**src/rtl/hbg_pkg.sv**
```systemverilog
package hbg_pkg;

  typedef enum logic [1:0] {
    LEG_OFF  = 2'd0,
    LEG_HIGH = 2'd1,
    LEG_LOW  = 2'd2
  } legSel_t;

  typedef enum logic [1:0] {
    MODE_WAKE  = 2'd0,
    MODE_RUN   = 2'd1,
    MODE_SLEEP = 2'd2
  } mode_t;

  typedef struct packed {
    logic driveEn;   // gates may be enabled
    logic detectEn;  // short detection armed
  } ctrlStrobe_t;

  localparam int NUM_LEGS = 2;
  localparam int NUM_FETS = 2 * NUM_LEGS;

  localparam logic [1:0] FLAG_OK       = 2'b00;
  localparam logic [1:0] FLAG_SHORT    = 2'b01;
  localparam logic [1:0] FLAG_NOTREADY = 2'b10;

endpackage

```
**src/rtl/hbg_leg.sv**
```systemverilog
module hbg_leg
  import hbg_pkg::*;
#(
  parameter int DEAD_CYC = 16
) (
  input  logic    clk,
  input  logic    rst_n,
  input  logic    driveEn,
  input  legSel_t target,
  output logic    hsOn,
  output logic    lsOn
);

  localparam int CW = $clog2(DEAD_CYC + 1);

  legSel_t       applied;
  logic [CW-1:0] deadCnt;

  always_ff @(posedge clk or negedge rst_n) begin
    if (!rst_n) begin
      applied <= LEG_OFF;
      deadCnt <= '0;
    end else if (!driveEn) begin
      applied <= LEG_OFF;
      deadCnt <= '0;
    end else if (deadCnt != '0) begin
      deadCnt <= deadCnt - CW'(1);
      if (deadCnt == CW'(1)) applied <= target;
    end else if (target != applied) begin
      applied <= LEG_OFF;
      if (target != LEG_OFF) deadCnt <= CW'(DEAD_CYC);
    end
  end

  assign hsOn = driveEn && (applied == LEG_HIGH);
  assign lsOn = driveEn && (applied == LEG_LOW);

endmodule

```
**src/rtl/hbg_path.sv**
```systemverilog
module hbg_path
  import hbg_pkg::*;
#(
  parameter int DEAD_CYC  = 16,
  parameter int BLANK_CYC = 64
) (
  input  logic                clk,
  input  logic                rst_n,
  input  logic                pwmHi,
  input  logic                pwmLo,
  input  logic                syncRect,
  input  ctrlStrobe_t         strobe,
  input  logic [NUM_FETS-1:0] vdsFault,
  output logic [NUM_LEGS-1:0] gateHs,
  output logic [NUM_LEGS-1:0] gateLs,
  output logic                shortHit
);

  localparam int BW = $clog2(BLANK_CYC + 1);

  legSel_t             legTarget [NUM_LEGS];
  logic [NUM_FETS-1:0] fetOn;
  logic [NUM_FETS-1:0] fetHit;

  // leg 0 = A (sources in drive), leg 1 = B (sinks in drive)
  always_comb begin
    legTarget[0] = LEG_OFF;
    legTarget[1] = LEG_OFF;
    unique case ({pwmHi, pwmLo, syncRect})
      3'b110, 3'b111: begin legTarget[0] = LEG_HIGH; legTarget[1] = LEG_LOW;  end
      3'b011:         begin legTarget[0] = LEG_LOW;  legTarget[1] = LEG_LOW;  end
      3'b010:         begin legTarget[0] = LEG_OFF;  legTarget[1] = LEG_LOW;  end
      3'b101:         begin legTarget[0] = LEG_HIGH; legTarget[1] = LEG_HIGH; end
      3'b100:         begin legTarget[0] = LEG_HIGH; legTarget[1] = LEG_OFF;  end
      default:        begin legTarget[0] = LEG_OFF;  legTarget[1] = LEG_OFF;  end
    endcase
  end

  for (genvar i = 0; i < NUM_LEGS; i++) begin : g_leg
    hbg_leg #(.DEAD_CYC(DEAD_CYC)) u_leg (
      .clk     (clk),
      .rst_n   (rst_n),
      .driveEn (strobe.driveEn),
      .target  (legTarget[i]),
      .hsOn    (gateHs[i]),
      .lsOn    (gateLs[i])
    );
    assign fetOn[2*i]   = gateHs[i];
    assign fetOn[2*i+1] = gateLs[i];
  end

  for (genvar j = 0; j < NUM_FETS; j++) begin : g_blank
    logic [BW-1:0] blankCnt;
    always_ff @(posedge clk or negedge rst_n) begin
      if (!rst_n)                blankCnt <= BW'(BLANK_CYC);
      else if (!fetOn[j])        blankCnt <= BW'(BLANK_CYC);
      else if (blankCnt != '0)   blankCnt <= blankCnt - BW'(1);
    end
    assign fetHit[j] = fetOn[j] && (blankCnt == '0) && vdsFault[j];
  end

  assign shortHit = strobe.detectEn && (|fetHit);

endmodule

```
**src/rtl/hbg_ctrl.sv**
```systemverilog
module hbg_ctrl
  import hbg_pkg::*;
#(
  parameter int CLEAR_MAX_CYC = 1000,
  parameter int SLEEP_CYC     = 50000,
  parameter int WAKE_CYC      = 300000
) (
  input  logic        clk,
  input  logic        rst_n,
  input  logic        ctrlResetN,
  input  logic        shortDetectOff,
  input  logic        shortHit,
  output ctrlStrobe_t strobe,
  output logic [1:0]  faultFlag
);

  localparam int LW = $clog2(SLEEP_CYC + 1);
  localparam int WW = $clog2(WAKE_CYC + 1);

  mode_t         mode;
  logic [LW-1:0] lowCnt;
  logic [WW-1:0] wakeCnt;
  logic          faultLatched;
  logic          sleepHit;
  logic          clearHit;

  assign sleepHit = !ctrlResetN && (lowCnt == LW'(SLEEP_CYC - 1));
  assign clearHit = ctrlResetN && (lowCnt != '0) && (lowCnt <= LW'(CLEAR_MAX_CYC));

  always_ff @(posedge clk or negedge rst_n) begin
    if (!rst_n)                           lowCnt <= '0;
    else if (!ctrlResetN) begin
      if (lowCnt != LW'(SLEEP_CYC))       lowCnt <= lowCnt + LW'(1);
    end else                              lowCnt <= '0;
  end

  always_ff @(posedge clk or negedge rst_n) begin
    if (!rst_n) begin
      mode    <= MODE_WAKE;
      wakeCnt <= WW'(WAKE_CYC);
    end else if (sleepHit) begin
      mode <= MODE_SLEEP;
    end else begin
      unique case (mode)
        MODE_SLEEP: if (ctrlResetN) begin
          mode    <= MODE_WAKE;
          wakeCnt <= WW'(WAKE_CYC);
        end
        MODE_WAKE: begin
          if (wakeCnt <= WW'(1)) mode <= MODE_RUN;
          else                   wakeCnt <= wakeCnt - WW'(1);
        end
        default: mode <= MODE_RUN;
      endcase
    end
  end

  always_ff @(posedge clk or negedge rst_n) begin
    if (!rst_n)                                faultLatched <= 1'b0;
    else if (sleepHit || clearHit)             faultLatched <= 1'b0;
    else if (mode == MODE_RUN && shortHit)     faultLatched <= 1'b1;
  end

  assign strobe.driveEn  = (mode == MODE_RUN) && !faultLatched;
  assign strobe.detectEn = (mode == MODE_RUN) && !shortDetectOff;

  always_comb begin
    if (mode != MODE_RUN)   faultFlag = FLAG_NOTREADY;
    else if (faultLatched)  faultFlag = FLAG_SHORT;
    else                    faultFlag = FLAG_OK;
  end

endmodule

```
**src/rtl/hbridge_gate_seq.sv**
```systemverilog
module hbridge_gate_seq
  import hbg_pkg::*;
#(
  parameter int DEAD_CYC      = 16,
  parameter int BLANK_CYC     = 64,
  parameter int CLEAR_MAX_CYC = 1000,
  parameter int SLEEP_CYC     = 50000,
  parameter int WAKE_CYC      = 300000
) (
  input  logic       clk,
  input  logic       rst_n,
  input  logic       ctrlResetN,
  input  logic       pwmHi,
  input  logic       pwmLo,
  input  logic       syncRect,
  input  logic       shortDetectOff,
  input  logic [3:0] vdsFault,
  output logic [1:0] gateHs,
  output logic [1:0] gateLs,
  output logic [1:0] faultFlag
);

  ctrlStrobe_t strobe;
  logic        shortHit;

  hbg_ctrl #(
    .CLEAR_MAX_CYC (CLEAR_MAX_CYC),
    .SLEEP_CYC     (SLEEP_CYC),
    .WAKE_CYC      (WAKE_CYC)
  ) u_ctrl (
    .clk            (clk),
    .rst_n          (rst_n),
    .ctrlResetN     (ctrlResetN),
    .shortDetectOff (shortDetectOff),
    .shortHit       (shortHit),
    .strobe         (strobe),
    .faultFlag      (faultFlag)
  );

  hbg_path #(
    .DEAD_CYC  (DEAD_CYC),
    .BLANK_CYC (BLANK_CYC)
  ) u_path (
    .clk      (clk),
    .rst_n    (rst_n),
    .pwmHi    (pwmHi),
    .pwmLo    (pwmLo),
    .syncRect (syncRect),
    .strobe   (strobe),
    .vdsFault (vdsFault),
    .gateHs   (gateHs),
    .gateLs   (gateLs),
    .shortHit (shortHit)
  );

endmodule

```
**config.mk**
```make
export PLATFORM = sky130hd
export DESIGN_NAME = hbridge_gate_seq
export DESIGN_NICKNAME = d
export VERILOG_FILES = /design/src/rtl/hbg_pkg.sv /design/src/rtl/hbg_leg.sv /design/src/rtl/hbg_path.sv /design/src/rtl/hbg_ctrl.sv /design/src/rtl/hbridge_gate_seq.sv
export SDC_FILE = /design/constraint.sdc
export NUM_CORES = 1
export LEC_CHECK = 0
export BUFFER_PORTS_ARGS = -buffer_cell sky130_fd_sc_hd__buf_2
export CAP_MARGIN = 30
export CORE_UTILIZATION = 45
export DETAILED_ROUTE_END_ITERATION = 10
export PLACE_DENSITY = 0.71
export SLEW_MARGIN = 40
export SYNTH_ARGS = -nofsm -noshare
export SYNTH_HDL_FRONTEND = slang
export SYNTH_SLANG_ARGS = --single-unit
```
**constraint.sdc**
```tcl
create_clock -name clk -period 6.9 [get_ports clk]
set_input_delay 0.345 -clock clk [delete_from_list [all_inputs] [get_ports clk]]
set_output_delay 0.345 -clock clk [all_outputs]
set_load 0.02 [all_outputs]
```
Word-level counts from Yosys, hierarchy flattened
Index checks and enable logic that the tools add are counted.
{"block": "word_totals", "ff_bits": 80, "inputBits": 11, "output_inout_bits": 6}
{"block": "op_classes", "n_addsub": 8, "order_cmp": 2, "eq_ne": 33, "n_mux": 38, "bitwise": 1, "n_reduce_logical": 48}
{"operator": "$mux W7", "count": 8}
{"operator": "$mux W5", "count": 8}
{"operator": "$mux W19", "count": 2}
{"operator": "$pmux W19 S2", "count": 1}
{"operator": "$mux W16", "count": 2}
{"operator": "$logic_not A7 Y1", "count": 4}
{"operator": "$reduce_bool A7 Y1", "count": 4}
{"operator": "$sub A7 B1 Y7 const B", "count": 4}
{"operator": "$mux W2", "count": 12}
{"operator": "$pmux W4 S5", "count": 1}
{"operator": "$le A19 B1 Y1 const B", "count": 1}
{"operator": "$logic_and A1 B1 Y1", "count": 19}
{"operator": "$sub A19 B1 Y19 const B", "count": 1}
{"operator": "$add A16 B1 Y16 const B", "count": 1}
{"operator": "$eq A16 B16 Y1 const B", "count": 1}
{"operator": "$le A16 B10 Y1 const B", "count": 1}
{"operator": "$ne A16 B16 Y1 const B", "count": 1}
{"operator": "$reduce_bool A16 Y1", "count": 1}
{"operator": "$eq A3 B3 Y1 const B", "count": 4}
{"operator": "$eq A5 B1 Y1 const B", "count": 2}
{"operator": "$ne A2 B1 Y1 const B", "count": 5}
{"operator": "$reduce_and A2 Y1", "count": 5}
{"operator": "$reduce_bool A2 Y1", "count": 5}
{"operator": "$reduce_bool A5 Y1", "count": 2}
{"operator": "18 further kinds", "count": 35}

Logic depth before layout (Yosys ltp)
Gate-level depths: netlist of run 1.
{"block": "depth", "word_depth": 10, "ltp_mapped": 9}

Modules after synthesis
A second synthesis of run 1 with hierarchy kept.
{"block": "unflattened", "cells_unflattened": 507, "hier_area_um2": 4709.5}
{"module": "hbg_ctrl", "n_inst": 1, "cells_each": 254, "area_each_um2": 2284.7, "seq_area_each_um2": 960.9}
{"module": "hbg_path", "n_inst": 1, "cells_each": 151, "area_each_um2": 1503.9, "seq_area_each_um2": 705.7}
{"module": "hbg_leg", "n_inst": 2, "cells_each": 51, "area_each_um2": 460.4, "seq_area_each_um2": 175.2}

Least setup slack after synthesis of run 1
OpenSTA, ideal clock, no wires.
{"block": "synth_path", "path_type": "register -> register", "from": "register u_ctrl.lowCnt[1]", "to": "register u_ctrl.wakeCnt[7]", "setup_ps": 88, "t_arrival_ps": 2287, "required_time_ps": 6812, "slack_ps": 4525, "path_stages_with_launch": 8, "synth_period_minus_slack_ps": 2375, "cell_sequence": "dfrtp_1 > ha_1 > or3b_2 > or4_4 > a21oi_2 > buf_4 > nor3_1 > or3b_1"}
{"block": "synth_via", "elab_chain_cells": 4}
{"element": "start, declared", "line_no": "hbg_ctrl.sv:21", "rtl": "logic [LW-1:0] lowCnt;"}
{"element": "start signal, assigned", "line_no": "hbg_ctrl.sv:33", "rtl": "if (lowCnt != LW'(SLEEP_CYC)) lowCnt <= lowCnt + LW'(1);"}
{"element": "$eq A16 B16 Y1", "line_no": "hbg_ctrl.sv:27", "rtl": "assign sleepHit = !ctrlResetN && (lowCnt == LW'(SLEEP_CYC - 1));"}
{"element": "$logic_and A1 B1 Y1", "line_no": "hbg_ctrl.sv:27"}
{"element": "$not A1 Y1 (no line)"}
{"element": "$reduce_and A4 Y1 (no line)"}
{"element": "end signal, assigned", "line_no": "hbg_ctrl.sv:40", "rtl": "wakeCnt <= WW'(WAKE_CYC);"}
{"element": "end signal, assigned", "line_no": "hbg_ctrl.sv:47", "rtl": "wakeCnt <= WW'(WAKE_CYC);"}
{"element": "end signal, assigned", "line_no": "hbg_ctrl.sv:51", "rtl": "else wakeCnt <= wakeCnt - WW'(1);"}
{"element": "end, declared", "line_no": "hbg_ctrl.sv:22", "rtl": "logic [WW-1:0] wakeCnt;"}
No other way between the ends.
A chain may end at the register's enable or synchronous reset.

Final worst setup path of run 1
Same ends and word-level chain as after synthesis.

==> results of run 1 <==
==> worst min-delay path by stage <==
| stage | from | slack [ns] | to |
|---|---|---|---|
| after global placement | u_path.g_leg[0].u_leg.deadCnt[1]$_DFFE_PN0P_ | 0.49 | u_path.g_leg[0].u_leg.deadCnt[1]$_DFFE_PN0P_ |
| final | rst_n | 0.02 | u_path.g_blank[3].blankCnt[4]$_DFFE_PN0P_ |
| after detailed placement | rst_n | 0.44 | u_path.g_leg[0].u_leg.deadCnt[1]$_DFFE_PN0P_ |
| after CTS | rst_n | 0.05 | u_path.g_blank[0].blankCnt[2]$_DFFE_PN0P_ |
| after floorplan | rst_n | 0.05 | u_ctrl.faultLatched$_DFFE_PN0P_ |
| after global routing | rst_n | 0.08 | u_path.g_blank[0].blankCnt[0]$_DFFE_PN0P_ |
==> layout make-up <==
type,count,share of cell area [%]
Clock buffer,12,2.74
Clock inverter,4,1.42
Inverter,25,1.90
Multi-Input combinational cell,378,47.9
Sequential cell,80,40.9
Tap cell,133,3.37
Timing Repair Buffer,16,1.75
==> layer usage <==
metal / up-vias / wire length, um / GRT usage (%)
met3: 13 / 271 / 2.92
li1: 1790 / - / -
met2: 59 / 4330 / 30.3
met5: - / 0 / 0
met1: 1805 / 4500 / 25.1
met4: 0 / 196 / 8.88
==> cell usage after synthesis (all sizes together) (10+ instances only) <==
library cell	count	area share, %
nor2	71	5.8
dfrtp	68	37
nand2	28	2.3
inv	25	2.1
nand3	25	2.7
nor3	24	2.6
a21oi	20	2.3
xor2	18	3.4
o21ai	17	1.9
ha	16	4.4
or4	15	2.7
nand2b	13	1.8
clkbuf	12	0.99
dfstp	12	6.9
or3	12	1.6
xnor2	12	2.3
nor2b	10	1.4
nor4	10	1.4
==> logic make-up after synthesis <==
logic type | synth area share, %
xor+xnor | 5.75
simple gates | 28.6
flops | 44.1
fa+ha+maj | 4.38
compound gates | 10.8
buf+inv | 4.30
mux | 2.08
==> worst max-delay path: cells and delay by family (launching register included) <==
family	cells	cell delay [ns]
adders and majority gates	1	0.23
DFF	1	0.43
and+or+nand+nor	4	1.45
AOI/OAI and AO/OA	1	0.51
==> report_power, final <==
part | leakage (uW) | switching, uW | internal [uW]
clock | 0.000104 | 174 | 203
sequential | 0.00105 | 74.7 | 549
combinational | 0.00112 | 212 | 163
total | 0.00228 | 461 | 916
==> through the flow <==
step / util (%) / power (uW)
2_1_floorplan: - / 915
3_3_place_gp: 48.0 / 985
3_5_place_dp: 48.1 / 1000
4_1_cts: 50.2 / 1380
5_1_grt: 50.2 / 1460
6_report: 50.2 / 1380
==> registers in the layout, indices dropped and copies added, names as in the netlist <==
| signal | cells |
|---|---|
| u_path.g_leg.u_leg.deadCnt | 10 |
| u_ctrl.faultLatched | 1 |
| u_ctrl.lowCnt | 16 |
| u_ctrl.wakeCnt | 19 |
| u_ctrl.mode | 2 |
| u_path.g_blank.blankCnt | 28 |
| u_path.g_leg.u_leg.applied | 4 |
==> results.rst, run 1 <==
.. list-table::
   :header-rows: 1

   * - Metric
     - Value
   * - Outcome
     - finished clean
   * - Post-synthesis cell type count
     - 55
   * - Gate Count Post-Synth
     - 503
   * - Largest vdd supply drop
     - 0.111 mV
   * - R2R cell count
     - 6
   * - Die Y
     - 103 um
   * - Half-perimeter wire length of the detailed placement result
     - 6360 um
   * - Path type of the worst min-delay path
     - in2async
   * - Share of synthesized area occupied by flip-flops and latches
     - 44.1%
   * - Top FF cell, synth
     - dfrtp_1
   * - Worst setup EP type
     - register
   * - Top-level I/O count
     - 17
   * - Fraction of registers with async set/reset
     - 100%
   * - CP cell instances
     - ha_1 > or3b_2 > or4_4 > a21oi_4 > nor3_1 > or3b_1
   * - Setup violations, final
     - 0
   * - Fraction of layout instances using a drive strength above 1
     - 11.7%
   * - Total power divided by cell area
     - 279 nW/um^2
   * - Final-report hold violation count
     - 0
   * - Max frequency
     - 371 MHz
   * - TritonCTS sink count
     - 80
   * - Nets
     - 537
   * - Post-Syn Nets
     - 530
   * - Initial antenna violation count
     - 0
   * - Initial core utilization
     - 46.5%
   * - Crit path launch type
     - register
   * - Cell at the root of the clock tree
     - clkbuf_8
   * - Die width
     - 103 um
   * - Post-route ant nets
     - 0
   * - Total non-filler cell area in the finished layout
     - 4930 um^2
   * - Slowest cell delay on critical path
     - 0.53 ns
   * - Area grow syn2layout
     - 7.94%
   * - Layout Cells excl Fill
     - 648
   * - Min cycle time layout
     - 2.70 ns
   * - Worst Path Class, Setup
     - reg2reg
   * - Yosys warnings
     - 0
   * - Number of slew-limit violations in the final report
     - 0
   * - Master of the slowest instance on the critical path
     - or4_4
   * - Capture point of the worst reg-to-reg path
     - u_ctrl.wakeCnt[7]$_DFFE_PN1P_
   * - CTS HTree Levels
     - 3
   * - Routed wire length per instance
     - 14.3 um
   * - Critical path data required time
     - 7.20 ns
   * - Max-slew headroom
     - 52.0%
   * - DRC violations left
     - 0
   * - Maximum clock path buffer count
     - 2
   * - Number of diodes
     - 0
   * - Final weighted congestion in routability-driven placement
     - 0.816
   * - Final worst-path setup slack
     - 4.20 ns
   * - Pin count of the biggest net entering global routing
     - 81
   * - Filler instances
     - 920
   * - Congestion Overflow GR
     - 0
   * - Leakage power
     - 0.00228 uW
   * - Number of resized instances in the post-cts repair step
     - 0
   * - Number of placement rows
     - 36
   * - Die Outline Area
     - 10600 um^2
   * - Post-Place Cell Area
     - 4720 um^2
   * - Pre-CTS setup slack
     - 3.99 ns
   * - Worst setup path start
     - u_ctrl.lowCnt[1]$_DFFE_PN0P_
   * - Number of vias in the routed layout
     - 3667
   * - Wire length of the first global-routing pass
     - 15500 um
   * - TritonCTS buffer count
     - 9
   * - Detailed-route vias per instance
     - 5.66
   * - Most common library cell in the layout ignoring fill and taps
     - nor2_1
   * - R2r setup slk
     - 4.20 ns
   * - Most frequent cells in the layout
     - 71 x nor2_1, 68 x dfrtp_1, 28 x nand2_1
   * - Total area of multi-input combinational cells
     - 2360 um^2
   * - Startpoint of the worst register-to-register path
     - u_ctrl.lowCnt[1]$_DFFE_PN0P_
   * - Total negative setup slack
     - 0 ns
   * - Count of placed standard cells including taps
     - 632
   * - Synthesized area
     - 4570 um^2
   * - Post-Synthesis Mean Instance Area
     - 9.09 um^2
   * - Area of the core
     - 9820 um^2
   * - Initial detailed-routing violation count
     - 139
   * - Final clock skew
     - 0.0131 ns
   * - Clock latency on the worst-skew pair
     - 0.37 ns
   * - Vias in the first global route
     - 3390
   * - Count of buffers from port buffering
     - 16
   * - Peak fanout along the critical path
     - 24
   * - CTS tree
     - built
   * - Synth Register Bits
     - 80
   * - Smallest hold slack
     - 0.0233 ns
   * - Quantity of hold-fixing buffers added after cts
     - 0
   * - Overall track demand over capacity in global routing
     - 18.9%
   * - Period utilization
     - 39.1%
   * - Slew at the pin with the worst max-slew slack
     - 0.720 ns
   * - Router iterations before antenna repair
     - 4
   * - Clock-pin slew of the registers on the worst-case setup and hold paths
     - 0.09 ns
   * - Count of max-cap constraint violations
     - 0
   * - Aggregate routed wire length
     - 9290 um
   * - Area of all sequential standard cells
     - 2020 um^2
   * - Unrepaired setup endpoints after global routing
     - false
   * - Capture point of the worst path
     - u_ctrl.wakeCnt[7]$_DFFE_PN1P_
   * - Buffers inserted by post-CTS timing repair
     - 0
   * - Count of flip-flops with a built-in enable after synthesis
     - 0
   * - Worst EP arrival
     - 2.99 ns
No activity file was read; power rests on OpenSTA's default activity.
==> run 2: changes to the inputs <==
==> constraint.sdc (replaced) <==
create_clock -name clk -period 2.5 [get_ports clk]
set_input_delay 0.125 -clock clk [delete_from_list [all_inputs] [get_ports clk]]
set_output_delay 0.125 -clock clk [all_outputs]
set_load 0.02 [all_outputs]
==> results.rst, run 2 (same netlist as run 1, synthesis figures left out) <==
.. list-table::
   :header-rows: 1

   * - Metric
     - Value
   * - Outcome
     - finished clean (unchanged)
   * - Final-report hold violation count
     - 0 (unchanged)
   * - Clock-pin slew of the registers on the worst-case setup and hold paths
     - 0.08 ns (was 0.09 ns)
   * - Number of placement rows
     - 36 (unchanged)
   * - Min cycle time layout
     - 2.35 ns (was 2.70 ns)
   * - Worst Path Class, Setup
     - reg2reg (unchanged)
   * - Cell at the root of the clock tree
     - clkbuf_8 (unchanged)
   * - Largest vdd supply drop
     - 0.411 mV (was 0.111 mV)
   * - Die Y
     - 103 um (unchanged)
   * - Overall track demand over capacity in global routing
     - 18.9% (about the same)
   * - Number of diodes
     - 0 (unchanged)
   * - Critical path data required time
     - 2.77 ns (was 7.20 ns)
   * - Worst EP arrival
     - 2.62 ns (was 2.99 ns)
   * - Final clock skew
     - 0.00879 ns (was 0.0131 ns)
   * - Total power divided by cell area
     - 777 nW/um^2 (was 279 nW/um^2)
   * - Initial antenna violation count
     - 0 (unchanged)
   * - Congestion Overflow GR
     - 0 (unchanged)
   * - Aggregate routed wire length
     - 9220 um (was 9290 um)
   * - Period utilization
     - 93.8% (was 39.1%)
   * - Unrepaired setup endpoints after global routing
     - true (was false)
   * - Fraction of layout instances using a drive strength above 1
     - 14.4% (was 11.7%)
   * - Number of vias in the routed layout
     - 3642 (was 3667)
   * - Final weighted congestion in routability-driven placement
     - 0.847 (was 0.816)
   * - Top-level I/O count
     - 17 (unchanged)
   * - Crit path launch type
     - register (unchanged)
   * - Area of the core
     - 9820 um^2 (unchanged)
   * - Max frequency
     - 426 MHz (was 371 MHz)
   * - Die Outline Area
     - 10600 um^2 (unchanged)
   * - Peak fanout along the critical path
     - 14 (was 24)
   * - Vias in the first global route
     - 3474 (was 3390)
   * - Delay-heaviest family, CP
     - simple AND/OR/NAND/NOR gates (unchanged)
   * - Routed wire length per instance
     - 13.9 um (was 14.3 um)
   * - Most common library cell in the layout ignoring fill and taps
     - nor2_1 (unchanged)
   * - CP cell instances
     - or4_1 > or4_4 > a21oi_4 > buf_6 > o21ai_0 > a21oi_1 (was ha_1 > or3b_2 > or4_4 > a21oi_4 > nor3_1 > or3b_1)
   * - Number of slew-limit violations in the final report
     - 0 (unchanged)
   * - Count of buffers from port buffering
     - 16 (unchanged)
   * - Half-perimeter wire length of the detailed placement result
     - 6370 um (was 6360 um)
   * - Slew at the pin with the worst max-slew slack
     - 0.742 ns (was 0.720 ns)
   * - TritonCTS buffer count
     - 9 (unchanged)
   * - Area grow syn2layout
     - 11.2% (was 7.94%)
   * - Die width
     - 103 um (unchanged)
   * - Total negative setup slack
     - 0 ns (unchanged)
   * - Master of the slowest instance on the critical path
     - or4_4 (unchanged)
   * - Largest register FFs
     - 28 (unchanged)
   * - Maximum clock path buffer count
     - 2 (unchanged)
   * - Setup violations, final
     - 0 (unchanged)
   * - Slowest cell delay on critical path
     - 0.60 ns (was 0.53 ns)
   * - Detailed-route vias per instance
     - 5.51 (was 5.66)
   * - Nets
     - 550 (was 537)
   * - CTS tree
     - built (unchanged)
   * - Clock latency on the worst-skew pair
     - 0.36 ns (was 0.37 ns)
   * - DRC violations left
     - 0 (unchanged)
   * - Worst path bufs/invs
     - 1 (was 0)
   * - Count of max-cap constraint violations
     - 0 (unchanged)
   * - Leakage power
     - 0.00236 uW (was 0.00228 uW)
   * - Post-route ant nets
     - 0 (unchanged)
   * - Worst setup EP type
     - register (unchanged)
   * - Initial core utilization
     - 46.5% (unchanged)
   * - Largest regs
     - u_path.g_blank.blankCnt: 28 flops, u_ctrl.wakeCnt: 19 flops, u_ctrl.lowCnt: 16 flops (unchanged)
   * - Max-slew headroom
     - 50.6% (was 52.0%)
   * - Path type of the worst min-delay path
     - in2reg (was in2async)
   * - Wire length of the first global-routing pass
     - 15700 um (was 15500 um)
   * - CTS HTree Levels
     - 3 (unchanged)
   * - Share of the core filled with cells in the final layout
     - 51.8% (was 50.2%)
   * - Pin count of the biggest net entering global routing
     - 81 (unchanged)
   * - Buffers inserted by post-CTS timing repair
     - 0 (unchanged)
   * - Initial detailed-routing violation count
     - 193 (was 139)
   * - Most frequent cells in the layout
     - 71 x nor2_1, 68 x dfrtp_1, 28 x nand2_1 (unchanged)
   * - TritonCTS sink count
     - 80 (unchanged)
   * - Most flops, register
     - u_path.g_blank.blankCnt (unchanged)
   * - Router iterations before antenna repair
     - 4 (unchanged)
   * - Filler instances
     - 921 (was 920)
[run 2: cell count changes in the layout (fill, tap and decap cells not counted), sizes merged]
cell	previous run	this run
buf	16	28
bufinv	2	3
clkbuf	12	11
dlygate4sd3	0	1
[run 2: where the power goes]
group | internal (uW) | switching, uW
sequential | 1520 | 194
clock | 692 | 485
combinational | 461 | 602
[run 2: cell type report]
| type | count | area, um^2 | share of cell area [%] |
|---|---|---|---|
| multi-input cells | 378 | 2370 | 46.6 |
| inverters | 25 | 93.8 | 1.85 |
| clock buffers | 11 | 141 | 2.78 |
| repair buffers | 29 | 190 | 3.74 |
| well taps | 133 | 166 | 3.27 |
| clock inverters | 5 | 104 | 2.04 |
| flip-flops and latches | 80 | 2020 | 39.7 |
[run 2: final timing paths]
| kind | startpoint | endpoint | slack, ns | depth (start not counted) |
|---|---|---|---|---|
| setup / recovery | u_ctrl.lowCnt[11]$_DFFE_PN0P_ | u_ctrl.wakeCnt[11]$_DFFE_PN0P_ | 0.15 | 6 |
| hold / removal | shortDetectOff | u_ctrl.faultLatched$_DFFE_PN0P_ | 0.07 | 4 |
| setup reg to reg | u_ctrl.lowCnt[11]$_DFFE_PN0P_ | u_ctrl.wakeCnt[11]$_DFFE_PN0P_ | 0.15 | 6 |
| hold reg to reg | u_ctrl.wakeCnt[8]$_DFFE_PN1P_ | u_ctrl.wakeCnt[8]$_DFFE_PN1P_ | 0.51 | 2 |
| max in group asynchronous | rst_n | u_path.g_leg[1].u_leg.deadCnt[4]$_DFFE_PN0P_ | 1.62 | 2 |
| min in group asynchronous | rst_n | u_path.g_leg[0].u_leg.deadCnt[1]$_DFFE_PN0P_ | 0.34 | 2 |
[run 2: timing repair]
action                                  in CTS  in global routing
hold buffers                                 1                  0
endpoints found under the hold margin       68                  0
resized for setup                            0                  4
endpoints found under the setup margin       0                 10
[run 2: stage by stage]
stage / power (uW) / hold WS, ns / area (um^2) / std cells / setup slack, ns
finish: 3950 / 0.0669 / 5080 / 661 / 0.155
global route: 4200 / 0.0735 / 5080 / 661 / -0.0123
CTS: 3970 / 0.0555 / 5070 / 661 / 0.0447
detailed placement: 2780 / 0.218 / 4810 / 644 / 0.0708
global placement: 2730 / 0.362 / 4810 / 644 / 0.114
floorplan: 2530 / -0.171 / 4570 / 503 / 0.125
[run 2: metal layers]
metal	vias to the layer above	part of all wire (%)	global-route usage, %	wire length, um
li1	1823	-	-	-
met1	1742	48	25.2	4420
met2	60	47	31.3	4350
met3	17	3.1	2.37	286
met4	0	1.8	7.58	167
met5	-	0	0	0
[run 2: worst reg2reg max path, delay by kind of cell (launching register included)]
kind / cells / cell delay [ns]
buffers and inverters: 1 / 0.18
DFF: 1 / 0.42
and+or+nand+nor: 2 / 1.18
AOI/OAI and AO/OA: 3 / 0.47
